**src/rtl/pin_fn_pkg.sv**
```systemverilog
package pin_fn_pkg;

    localparam int CODE_W = 4;
    localparam int DIV_W  = 3;

    typedef enum logic [CODE_W-1:0] {
        FN_TXEN     = 4'd0,
        FN_PWREN_N  = 4'd1,
        FN_OUTLED_N = 4'd2,
        FN_INLED_N  = 4'd3,
        FN_ANYLED_N = 4'd4,
        FN_SLEEP_N  = 4'd5,
        FN_CLK_X1   = 4'd6,
        FN_CLK_D2   = 4'd7,
        FN_CLK_D4   = 4'd8,
        FN_CLK_D8   = 4'd9,
        FN_GPIO     = 4'd10
    } pin_fn_e;

    localparam logic [CODE_W-1:0] CODE_LAST = FN_GPIO;

    // Function signals offered to every pin selector.
    typedef struct packed {
        logic             txen;
        logic             pwren_n;
        logic [2:0]       led_n;    // 0: host-to-device, 1: device-to-host, 2: either
        logic             sleep_n;
        logic             clk_x1;
        logic [DIV_W-1:0] clk_div;  // bit k: clock / 2^(k+1)
    } fn_sigs_t;

    function automatic logic [CODE_W-1:0] default_code(input int pin);
        case (pin)
            0:       return FN_OUTLED_N;
            1:       return FN_INLED_N;
            2:       return FN_TXEN;
            3:       return FN_PWREN_N;
            default: return FN_SLEEP_N;
        endcase
    endfunction

endpackage

```
**src/rtl/led_stretch.sv**
```systemverilog
module led_stretch #(
    parameter int HOLD = 12
) (
    input  logic clk,
    input  logic rst,
    input  logic evt,
    output logic led_n
);
    localparam int CW = $clog2(HOLD + 1);

    logic [CW-1:0] remain;

    always_ff @(posedge clk) begin
        if (rst)
            remain <= '0;
        else if (evt)
            remain <= CW'(HOLD);
        else if (remain != '0)
            remain <= remain - 1'b1;
    end

    assign led_n = (remain == '0);
endmodule

```
**src/rtl/clk_div_gate.sv**
```systemverilog
module clk_div_gate
    import pin_fn_pkg::*;
(
    input  logic             clk,
    input  logic             rst,
    input  logic             hold,
    output logic             clk_x1,
    output logic [DIV_W-1:0] div_q
);
    logic gate_en;

    always_ff @(posedge clk) begin
        if (rst || hold)
            div_q <= '0;
        else
            div_q <= div_q + 1'b1;
    end

    // Enable changes only while clk is low, so the gated output never glitches.
    always_ff @(negedge clk) begin
        if (rst)
            gate_en <= 1'b0;
        else
            gate_en <= ~hold;
    end

    assign clk_x1 = clk & gate_en;
endmodule

```
**src/rtl/pin_select.sv**
```systemverilog
module pin_select
    import pin_fn_pkg::*;
#(
    parameter bit GPIO_OK = 1'b1
) (
    input  logic [CODE_W-1:0] code,
    input  fn_sigs_t          sigs,
    input  logic              gp_o,
    input  logic              gp_e,
    output logic              o,
    output logic              oe
);
    always_comb begin
        o  = 1'b1;
        oe = 1'b1;
        case (code)
            FN_TXEN:     o = sigs.txen;
            FN_PWREN_N:  o = sigs.pwren_n;
            FN_OUTLED_N: o = sigs.led_n[0];
            FN_INLED_N:  o = sigs.led_n[1];
            FN_ANYLED_N: o = sigs.led_n[2];
            FN_SLEEP_N:  o = sigs.sleep_n;
            FN_CLK_X1:   o = sigs.clk_x1;
            FN_CLK_D2:   o = sigs.clk_div[0];
            FN_CLK_D4:   o = sigs.clk_div[1];
            FN_CLK_D8:   o = sigs.clk_div[2];
            FN_GPIO: begin
                if (GPIO_OK) begin
                    o  = gp_o;
                    oe = gp_e;
                end
            end
            default: o = 1'b1;
        endcase
    end
endmodule

```
**src/rtl/ctl_pin_mux.sv**
```systemverilog
module ctl_pin_mux
    import pin_fn_pkg::*;
#(
    parameter int NUM_PINS = 5,
    parameter int NUM_GPIO = 4,
    parameter int LED_HOLD = 12
) (
    input  logic                       clk,
    input  logic                       rst,
    input  logic                       cfg_valid,
    input  logic [NUM_PINS*CODE_W-1:0] cfg_code,
    input  logic                       usb_configured,
    input  logic                       usb_suspend,
    input  logic                       uart_tx_busy,
    input  logic                       out_xfer_evt,
    input  logic                       in_xfer_evt,
    input  logic [NUM_GPIO-1:0]        gpio_out,
    input  logic [NUM_GPIO-1:0]        gpio_oe,
    output logic [NUM_PINS-1:0]        pin_out,
    output logic [NUM_PINS-1:0]        pin_oe
);
    localparam int NUM_LED = 3;

    logic             sus_q, cfgd_q, txen_q;
    logic [NUM_LED-1:0] led_evt, led_n;
    logic             clk_x1;
    logic [DIV_W-1:0] div_q;
    logic             sleep_n, pwren_n;
    fn_sigs_t         sigs;

    always_ff @(posedge clk) begin
        if (rst) begin
            sus_q  <= 1'b0;
            cfgd_q <= 1'b0;
            txen_q <= 1'b0;
        end else begin
            sus_q  <= usb_suspend;
            cfgd_q <= usb_configured;
            txen_q <= uart_tx_busy;
        end
    end

    assign sleep_n = ~sus_q;
    assign pwren_n = ~(cfgd_q & ~sus_q);

    assign led_evt = {out_xfer_evt | in_xfer_evt, in_xfer_evt, out_xfer_evt};

    for (genvar k = 0; k < NUM_LED; k++) begin : g_led
        led_stretch #(.HOLD(LED_HOLD)) u_led (
            .clk   (clk),
            .rst   (rst),
            .evt   (led_evt[k]),
            .led_n (led_n[k])
        );
    end

    clk_div_gate u_clk (
        .clk    (clk),
        .rst    (rst),
        .hold   (sus_q),
        .clk_x1 (clk_x1),
        .div_q  (div_q)
    );

    always_comb begin
        sigs.txen    = txen_q;
        sigs.pwren_n = pwren_n;
        sigs.led_n   = led_n;
        sigs.sleep_n = sleep_n;
        sigs.clk_x1  = clk_x1;
        sigs.clk_div = div_q;
    end

    for (genvar i = 0; i < NUM_PINS; i++) begin : g_pin
        logic [CODE_W-1:0] code_eff;
        assign code_eff = cfg_valid ? cfg_code[i*CODE_W +: CODE_W] : default_code(i);

        if (i < NUM_GPIO) begin : g_gp
            pin_select #(.GPIO_OK(1'b1)) u_sel (
                .code (code_eff),
                .sigs (sigs),
                .gp_o (gpio_out[i]),
                .gp_e (gpio_oe[i]),
                .o    (pin_out[i]),
                .oe   (pin_oe[i])
            );
        end else begin : g_nogp
            pin_select #(.GPIO_OK(1'b0)) u_sel (
                .code (code_eff),
                .sigs (sigs),
                .gp_o (1'b0),
                .gp_e (1'b0),
                .o    (pin_out[i]),
                .oe   (pin_oe[i])
            );
        end
    end
endmodule

```
**config.mk**
```make
export PLATFORM = sky130hd
export DESIGN_NAME = ctl_pin_mux
export DESIGN_NICKNAME = d
export VERILOG_FILES = /design/src/rtl/pin_fn_pkg.sv /design/src/rtl/led_stretch.sv /design/src/rtl/clk_div_gate.sv /design/src/rtl/pin_select.sv /design/src/rtl/ctl_pin_mux.sv
export SDC_FILE = /design/constraint.sdc
export NUM_CORES = 1
export LEC_CHECK = 0
export ABC_AREA = 0
export BUFFER_PORTS_ARGS = -buffer_cell sky130_fd_sc_hd__buf_4
export CAP_MARGIN = 20
export CORE_MARGIN = 4
export CORE_UTILIZATION = 45
export CTS_BUF_LIST = sky130_fd_sc_hd__clkbuf_16
export CTS_CLUSTER_SIZE = 10
export DETAILED_ROUTE_END_ITERATION = 7
export GPL_TIMING_DRIVEN = 0
export PLACE_DENSITY_LB_ADDON = 0.1
export SYNTH_ARGS = -nofsm -noshare
export SYNTH_HDL_FRONTEND = slang
export SYNTH_SLANG_ARGS = --single-unit
```
**constraint.sdc**
```tcl
create_clock -name clk -period 2.4 [get_ports clk]
set_input_delay 0.36 -clock clk [delete_from_list [all_inputs] [get_ports clk]]
set_output_delay 0.36 -clock clk [all_outputs]
set_load 0.01 [all_outputs]
```
# Word-level counts from Yosys, hierarchy flattened
# Cells that the tools add are included.
[totals]
ff_bits = 19
latch_bits = 0
ramBits = 0
rom_bits = 0
wordCells = 107
n_memories = 0
[classes]
addsub = 4
n_mul = 0
n_div = 0
magnitude_cmp = 0
eq_ne = 49
shifts = 0
n_mux = 20
bitwise_logic = 5
reduce_logical = 18
[ops]
columns = ["cell", "n"]
rows = [
  ["== test 4 x 3 -> 1 bit, second input constant", 20],
  ["== test 4 bit, second input constant", 14],
  ["2-to-1 mux 4 bit", 11],
  ["case mux 1 bit (11 select lines)", 4],
  ["== test 4 x 2 -> 1 bit, second input constant", 10],
  ["logical NOT 4 bit", 8],
  ["== test 4 x 1 -> 1 bit, second input constant", 5],
  ["nonzero test 4 bit", 3],
  ["subtractor 4 x 1 -> 4 bit, second input constant", 3],
  ["case mux 1 bit (10 select lines)", 1],
  ["nonzero test 2 bit", 3],
  ["OR reduction 2 bit", 3],
  ["2-to-1 mux 1 bit", 4],
  ["adder 3 x 1 -> 3 bit, second input constant", 1],
  ["bitwise AND 1 bit", 2],
  ["inverter 1 bit", 2],
  ["logical OR 1 bit", 1],
  ["bitwise OR 1 bit", 1],
]

# Depth between registers and ports, before layout
# Gate-level depths: netlist of the first run.
[depth]
word_depth = 4
ltp_mapped = 8
ltp_nobuf = 6

# Cells and area by module
# From an unflattened synthesis of the first run, not the netlist that was laid out.
[unflattened]
cells_unflattened = 181
area_unflattened_um2 = 1569.0
[modules_own_cells]
columns = ["mod", "instances", "cells_each", "area_per_inst_um2", "seq_area_each_um2"]
rows = [
  ["led_stretch", 3, 20, 201.4, 80.1],
  ["pin_select (g_pin[0].g_gp.u_sel ...)", 4, 17, 123.9, 0.0],
  ["ctl_pin_mux", 1, 32, 236.5, 60.1],
  ["clk_div_gate", 1, 12, 131.4, 80.1],
  ["pin_select (g_pin[4].g_nogp.u_sel)", 1, 9, 101.3, 0.0],
]

==> results of run 1 <==
[routing by layer]
layer / routed length, um / up-vias
met4: 131 / 0
met5: 0 / -
met2: 2177 / 70
li1: - / 918
met3: 433 / 19
met1: 2116 / 828
[kinds of logic after synthesis]
kind of cell,Yosys count
and+or+nand+nor,81
xor gates and xnor gates,4
buffers and inverters,45
adders and majority gates,7
muxes,8
DFF,19
other,1
AOI/OAI and AO/OA,60
[worst paths after layout]
path	start	end	slack, ns	cells after the start
setup / recovery	u_clk.gate_en	pin_out[3]	-0.83	6
hold / removal	in_xfer_evt	g_led[1].u_led.remain[0]	0.20	2
setup reg to reg	sus_q	u_clk.gate_en	0.59	2
hold reg to reg	g_led[1].u_led.remain[1]	g_led[1].u_led.remain[1]	0.52	2
[stage by stage]
stage	setup WS (ns)	area [um^2]	hold slack (ns)
2_1_floorplan	-0.2039	1714	0.4316
3_3_place_gp	-0.3420	2044	0.4940
3_5_place_dp	-0.3406	2044	0.5090
4_1_cts	-0.8993	2461	0.2003
5_1_grt	-0.9012	2464	0.2118
6_report	-0.8302	2464	0.2002
[critical path, stage by stage, from the launching register on]
cell     delay [ns]
dfxtp_4        0.34
buf_6          0.12
nand3_2        0.05
o21ai_2        0.05
a22o_1         0.20
a221o_1        0.33
buf_6          0.13
[timing repair]
| action | 4_1_cts | 5_1_grt |
|---|---|---|
| buffers inserted | 9 | 6 |
| resized for setup | 26 | 10 |
| endpoints found under the setup margin | 14 | 13 |
| pin swaps | 9 | 7 |
| hold buffers | 0 | 0 |
| gates cloned | 0 | 0 |
[cell type report]
cell class	count	area share
sequential	19	0.1569
tap	48	0.02438
clock buffer	15	0.1072
inverter	20	0.03047
multi-input combinational	161	0.4952
timing repair buffer	44	0.1422
clock inverter	4	0.006094
buffer	17	0.03758
[cells in the final DEF, fill, tap and decap left out, types with 4 or more instances in the layout]
cell,count
buf_4,50
inv_1,21
dfxtp_1,16
a21oi_1,14
o21ai_0,10
nor2b_1,10
nor2_1,9
nor3_1,9
clkbuf_1,8
nand2_1,8
clkbuf_16,8
buf_6,6
nor3b_1,5
nand2b_1,5
or3_1,5
nand3_1,5
mux2_2,5
ha_1,5
xnor2_1,4
[power by group]
part | total, uW | internal, uW | switching (uW)
Sequential | 370 | 342 | 27.3
Clock | 894 | 619 | 276
Combinational | 329 | 167 | 162
[flip-flops by register name, summed over array words and instances, names as in the netlist]
name,count
u_clk.gate_en,1
cfgd_q,1
g_led.u_led.remain,12
u_clk.div_q,3
txen_q,1
sus_q,1
==> results.sh, run 1 <==
export IMPL_ys_top_cells_by_count="inv_1 (21), dfxtp_1 (19), a21oi_1 (15)"
export IMPL_synth_most_common_cell="inv_1"
export IMPL_hold_viol=0
export IMPL_met1_usage=0.2450
export IMPL_power_density_nw_per_um2=646.4
export IMPL_firstDrtPassIters=4
export IMPL_yosysUniqueCellTypes=55
export IMPL_finalNonFillerCells=328
export IMPL_synth_edf_count=0
export IMPL_fillCellCount=323
export IMPL_gp_congestion=0.7814
export IMPL_maxCapViolations=0
export IMPL_synth_top_family_by_area="simple AND/OR/NAND/NOR gates"
export IMPL_p_leak_uw=0.001040
export IMPL_peakVddDrop_uv=567.2
export IMPL_drv_slew=0
export IMPL_grt_use_total=0.2114
export IMPL_hp_class="input port to register"
export IMPL_nets=322
export IMPL_grt_pass1_wl_um=8010
export IMPL_postSynthAreaPerCell_um2=7.596
export IMPL_synth_area_leaders="dfxtp_1 (22%), ha_1 (5.1%), inv_1 (4.6%)"
export IMPL_dp_cells=309
export IMPL_die_w_um=69.63
export IMPL_clk_pin_slew_ns=0.05
export IMPL_layout_setup_ws_ns=-0.8302
export IMPL_endpoint_kind="output pin"
export IMPL_synthArstFlopShare=0
export IMPL_initial_utilization=0.4668
export IMPL_die_area_um2=4848
export IMPL_tns_ns=-3.937
export IMPL_routedWlPerCell_um=14.81
export IMPL_critPathKind="register to output pin"
export IMPL_globalRoute_busiestLayer="met2"
export IMPL_area_growth_pct=44.14
export IMPL_core_area_um2=3661
export IMPL_cp_max_fo=3
export IMPL_io_buffers=36
export IMPL_n_antenna_cell=0
export IMPL_synthCells=225
export IMPL_routed_wl_um=4859
export IMPL_synth_fp_nets=268
export IMPL_multi_input_area_um2=1220
export IMPL_die_y_um=69.63
export IMPL_ant_nets=0
export IMPL_grtUsageMet3=0.09710
export IMPL_synth_simple_gate_area_frac=0.2877
export IMPL_dr_first_iter_drc_count=158
export IMPL_cts_tree="done"
export IMPL_critPathArrivalTime_ns=2.87
export IMPL_fin_skew_ns=0.09493
export IMPL_viasPerCell=5.595
export IMPL_synthAdderAreaFrac=0.05124
export IMPL_synth_area_um2=1709
export IMPL_synth_xor_area_share=0.02050
export IMPL_startpoint_type="register"
export IMPL_synth_top_cell_area_share=0.2225
export IMPL_antenna_found_initial=0
export IMPL_drive_above_1_share=0.3464
export IMPL_yosysTopAreaCell="dfxtp_1"
export IMPL_drc_errors=0
export IMPL_grt_max_degree=11
export IMPL_ff_latch_area_um2=386.6
export IMPL_io_pins=46
export IMPL_yosysSeqAreaShare=0.2225
export IMPL_overflow=0
export IMPL_final_setup_viol_count=9
export IMPL_use_met2=0.2998
export IMPL_fin_util=0.6729
export IMPL_vias=1835
export IMPL_ys_flop_type="dfxtp_1"
export IMPL_synth_compound_area_share=0.2379
export IMPL_grt_pass1_vias=1831
export IMPL_ys_ff_latch=19
export IMPL_clock_latency_ns=0.45
export IMPL_violations="setup timing"
export IMPL_finalPower_uw=1592
export IMPL_ys_warn_count=0
export IMPL_worstPathRequired_ns=2.04
export IMPL_hpwl_um=3152
export IMPL_rsz0062_at_grt="yes"
export IMPL_num_rows=22
export IMPL_synthMuxAreaShare=0.05051
export IMPL_status="finished with violations"
Power figures use the tool's default switching activity.
==> run 2: changes to the inputs <==
clock period = 2.6 ns   (was 2.4 ns; I/O delays follow)
==> results.sh, run 2 (synthesis results as in run 1) <==
export IMPL_hpwl_um=3089
export IMPL_peakVddDrop_uv=493.5
export IMPL_layout_setup_ws_ns=-0.7637
export IMPL_core_area_um2=3661
export IMPL_rsz0062_at_grt="yes"
export IMPL_reg2reg_from="sus_q"
export IMPL_routed_wl_um=4573
export IMPL_drc_errors=0
export IMPL_p_comb_frac=0.194
export IMPL_seq_power_share=0.239
export IMPL_overflow=0
export IMPL_r2r_slack_ns=0.67
export IMPL_grt_pass1_vias=1785
export IMPL_antenna_found_initial=0
export IMPL_hp_class="input port to register"
export IMPL_cp_common_cell="buf_6"
export IMPL_clock_latency_ns=0.45
export IMPL_holdPathEnd="g_led[0].u_led.remain[0]"
export IMPL_cp_max_fo=3
export IMPL_die_area_um2=4848
export IMPL_cts_tree="done"
export IMPL_placed_area_um2=2044
export IMPL_num_rows=22
export IMPL_power_density_nw_per_um2=605.5
export IMPL_design_area_um2=2346
export IMPL_hold_viol=0
export IMPL_initial_utilization=0.4668
export IMPL_grt_pass1_wl_um=7541
export IMPL_critPathArrivalTime_ns=2.97
export IMPL_viasPerCell=5.623
export IMPL_mostFrequentLayoutCells="buf_4 (39), inv_1 (24), dfxtp_1 (18)"
export IMPL_dr_first_iter_drc_count=90
export IMPL_routedWlPerCell_um=14.47
export IMPL_slowest_stage="dfxtp_4"
export IMPL_nets=310
export IMPL_top_register="g_led.u_led.remain"
export IMPL_final_setup_viol_count=9
export IMPL_tns_ns=-3.449
export IMPL_drv_slew=0
export IMPL_area_growth_pct=37.26
export IMPL_holdPathStages=2
export IMPL_p_int_uw=1020
export IMPL_critPathKind="register to output pin"
export IMPL_io_pins=46
export IMPL_gp_congestion=0.7951
export IMPL_holdCritStartpoint="out_xfer_evt"
export IMPL_status="finished with violations"
export IMPL_drive_above_1_share=0.2724
export IMPL_timing_hold_ws_ns=0.2311
export IMPL_die_w_um=69.63
export IMPL_final_common_cell="buf_4"
export IMPL_die_y_um=69.63
export IMPL_p_sw_frac=0.2822
export IMPL_finalPower_uw=1420
export IMPL_io_buffers=36
export IMPL_vias=1777
export IMPL_r2r_end="u_clk.gate_en"
export IMPL_top_regs="g_led.u_led.remain x12, u_clk.div_q x3"
export IMPL_fin_skew_ns=0.09486
export IMPL_worstPathRequired_ns=2.21
export IMPL_pre_cts_ws_ns=-0.2619
export IMPL_largest_reg_flops=12
export IMPL_n_antenna_cell=0
export IMPL_critical_path_cell_chain="buf_6 -> nand3_2 -> o21ai_1 -> a22o_1 -> a221o_1 -> buf_6"
export IMPL_r2r_cells=2
export IMPL_violations="setup timing"
export IMPL_firstDrtPassIters=4
export IMPL_p_leak_uw=0.0009848
export IMPL_startpoint_type="register"
export IMPL_grt_max_degree=11
export IMPL_p_sw_uw=400.8
export IMPL_maxCapViolations=0
export IMPL_clk_pin_slew_ns=0.05
export IMPL_p_clk_frac=0.566
export IMPL_grt_use_total=0.1922
export IMPL_ant_nets=0
export IMPL_cp_slowest_stage_delay_ns=0.35
export IMPL_holdBufCountCts=0
export IMPL_endpoint_kind="output pin"
==> run 2: changes by cell type in the layout (fill, tap and decap cells not counted), sizes merged <==
cell    change
buf        -13
clkbuf      +1
==> run 2: per-layer routing <==
metal,vias up,GRT usage,share of wire
met5,-,0,0
met4,0,0.1191,0.015
met3,9,0.1000,0.079
met2,71,0.2945,0.46
met1,803,0.2085,0.45
li1,894,-,-
==> run 2: final cells by class <==
type | count | area, um^2
multi-input cells | 161 | 1194
plain buffers | 18 | 103.9
fillers | 330 | 1315
inverters | 20 | 75.07
flip-flops and latches | 19 | 384.1
clock inverters | 4 | 15.01
repair buffers | 32 | 244.0
well taps | 48 | 60.06
clock buffers | 14 | 270.3
==> run 2: worst max path at each step <==
stage,start,endpoint,cells after the start
floorplan,u_clk.gate_en,pin_out[3],5
global placement,u_clk.gate_en,pin_out[3],6
detailed placement,u_clk.gate_en,pin_out[3],6
CTS,u_clk.gate_en,pin_out[3],6
global route,u_clk.gate_en,pin_out[3],6
finish,u_clk.gate_en,pin_out[3],6
==> run 2: timing repair <==
item	4_1_cts	5_1_grt
setup buffers	1	0
pin swaps	10	9
endpoints found under the setup margin	11	14
resized for setup	13	12
==> run 2: power by group through the flow <==
stage,clock [uW],combinational (uW),sequential [uW]
2_1_floorplan,57.1,175,337
3_3_place_gp,72.6,256,344
3_5_place_dp,72.6,258,344
4_1_cts,815,266,338
5_1_grt,848,308,344
6_report,805,276,340
==> run 2: metrics by stage <==
stage / utilization / std cells
floorplan: - / 225
finish: 0.6408 / 316
detailed placement: 0.5584 / 309
global route: 0.6408 / 316
CTS: 0.6299 / 317
global placement: 0.5584 / 309
==> run 2: worst max-delay path: cells and delay by family, from the launching register on <==
kind / cells / cell delay [ns]
AOI/OAI and AO/OA: 3 / 0.58
buffers and inverters: 2 / 0.24
and+or+nand+nor: 1 / 0.04
DFF: 1 / 0.35
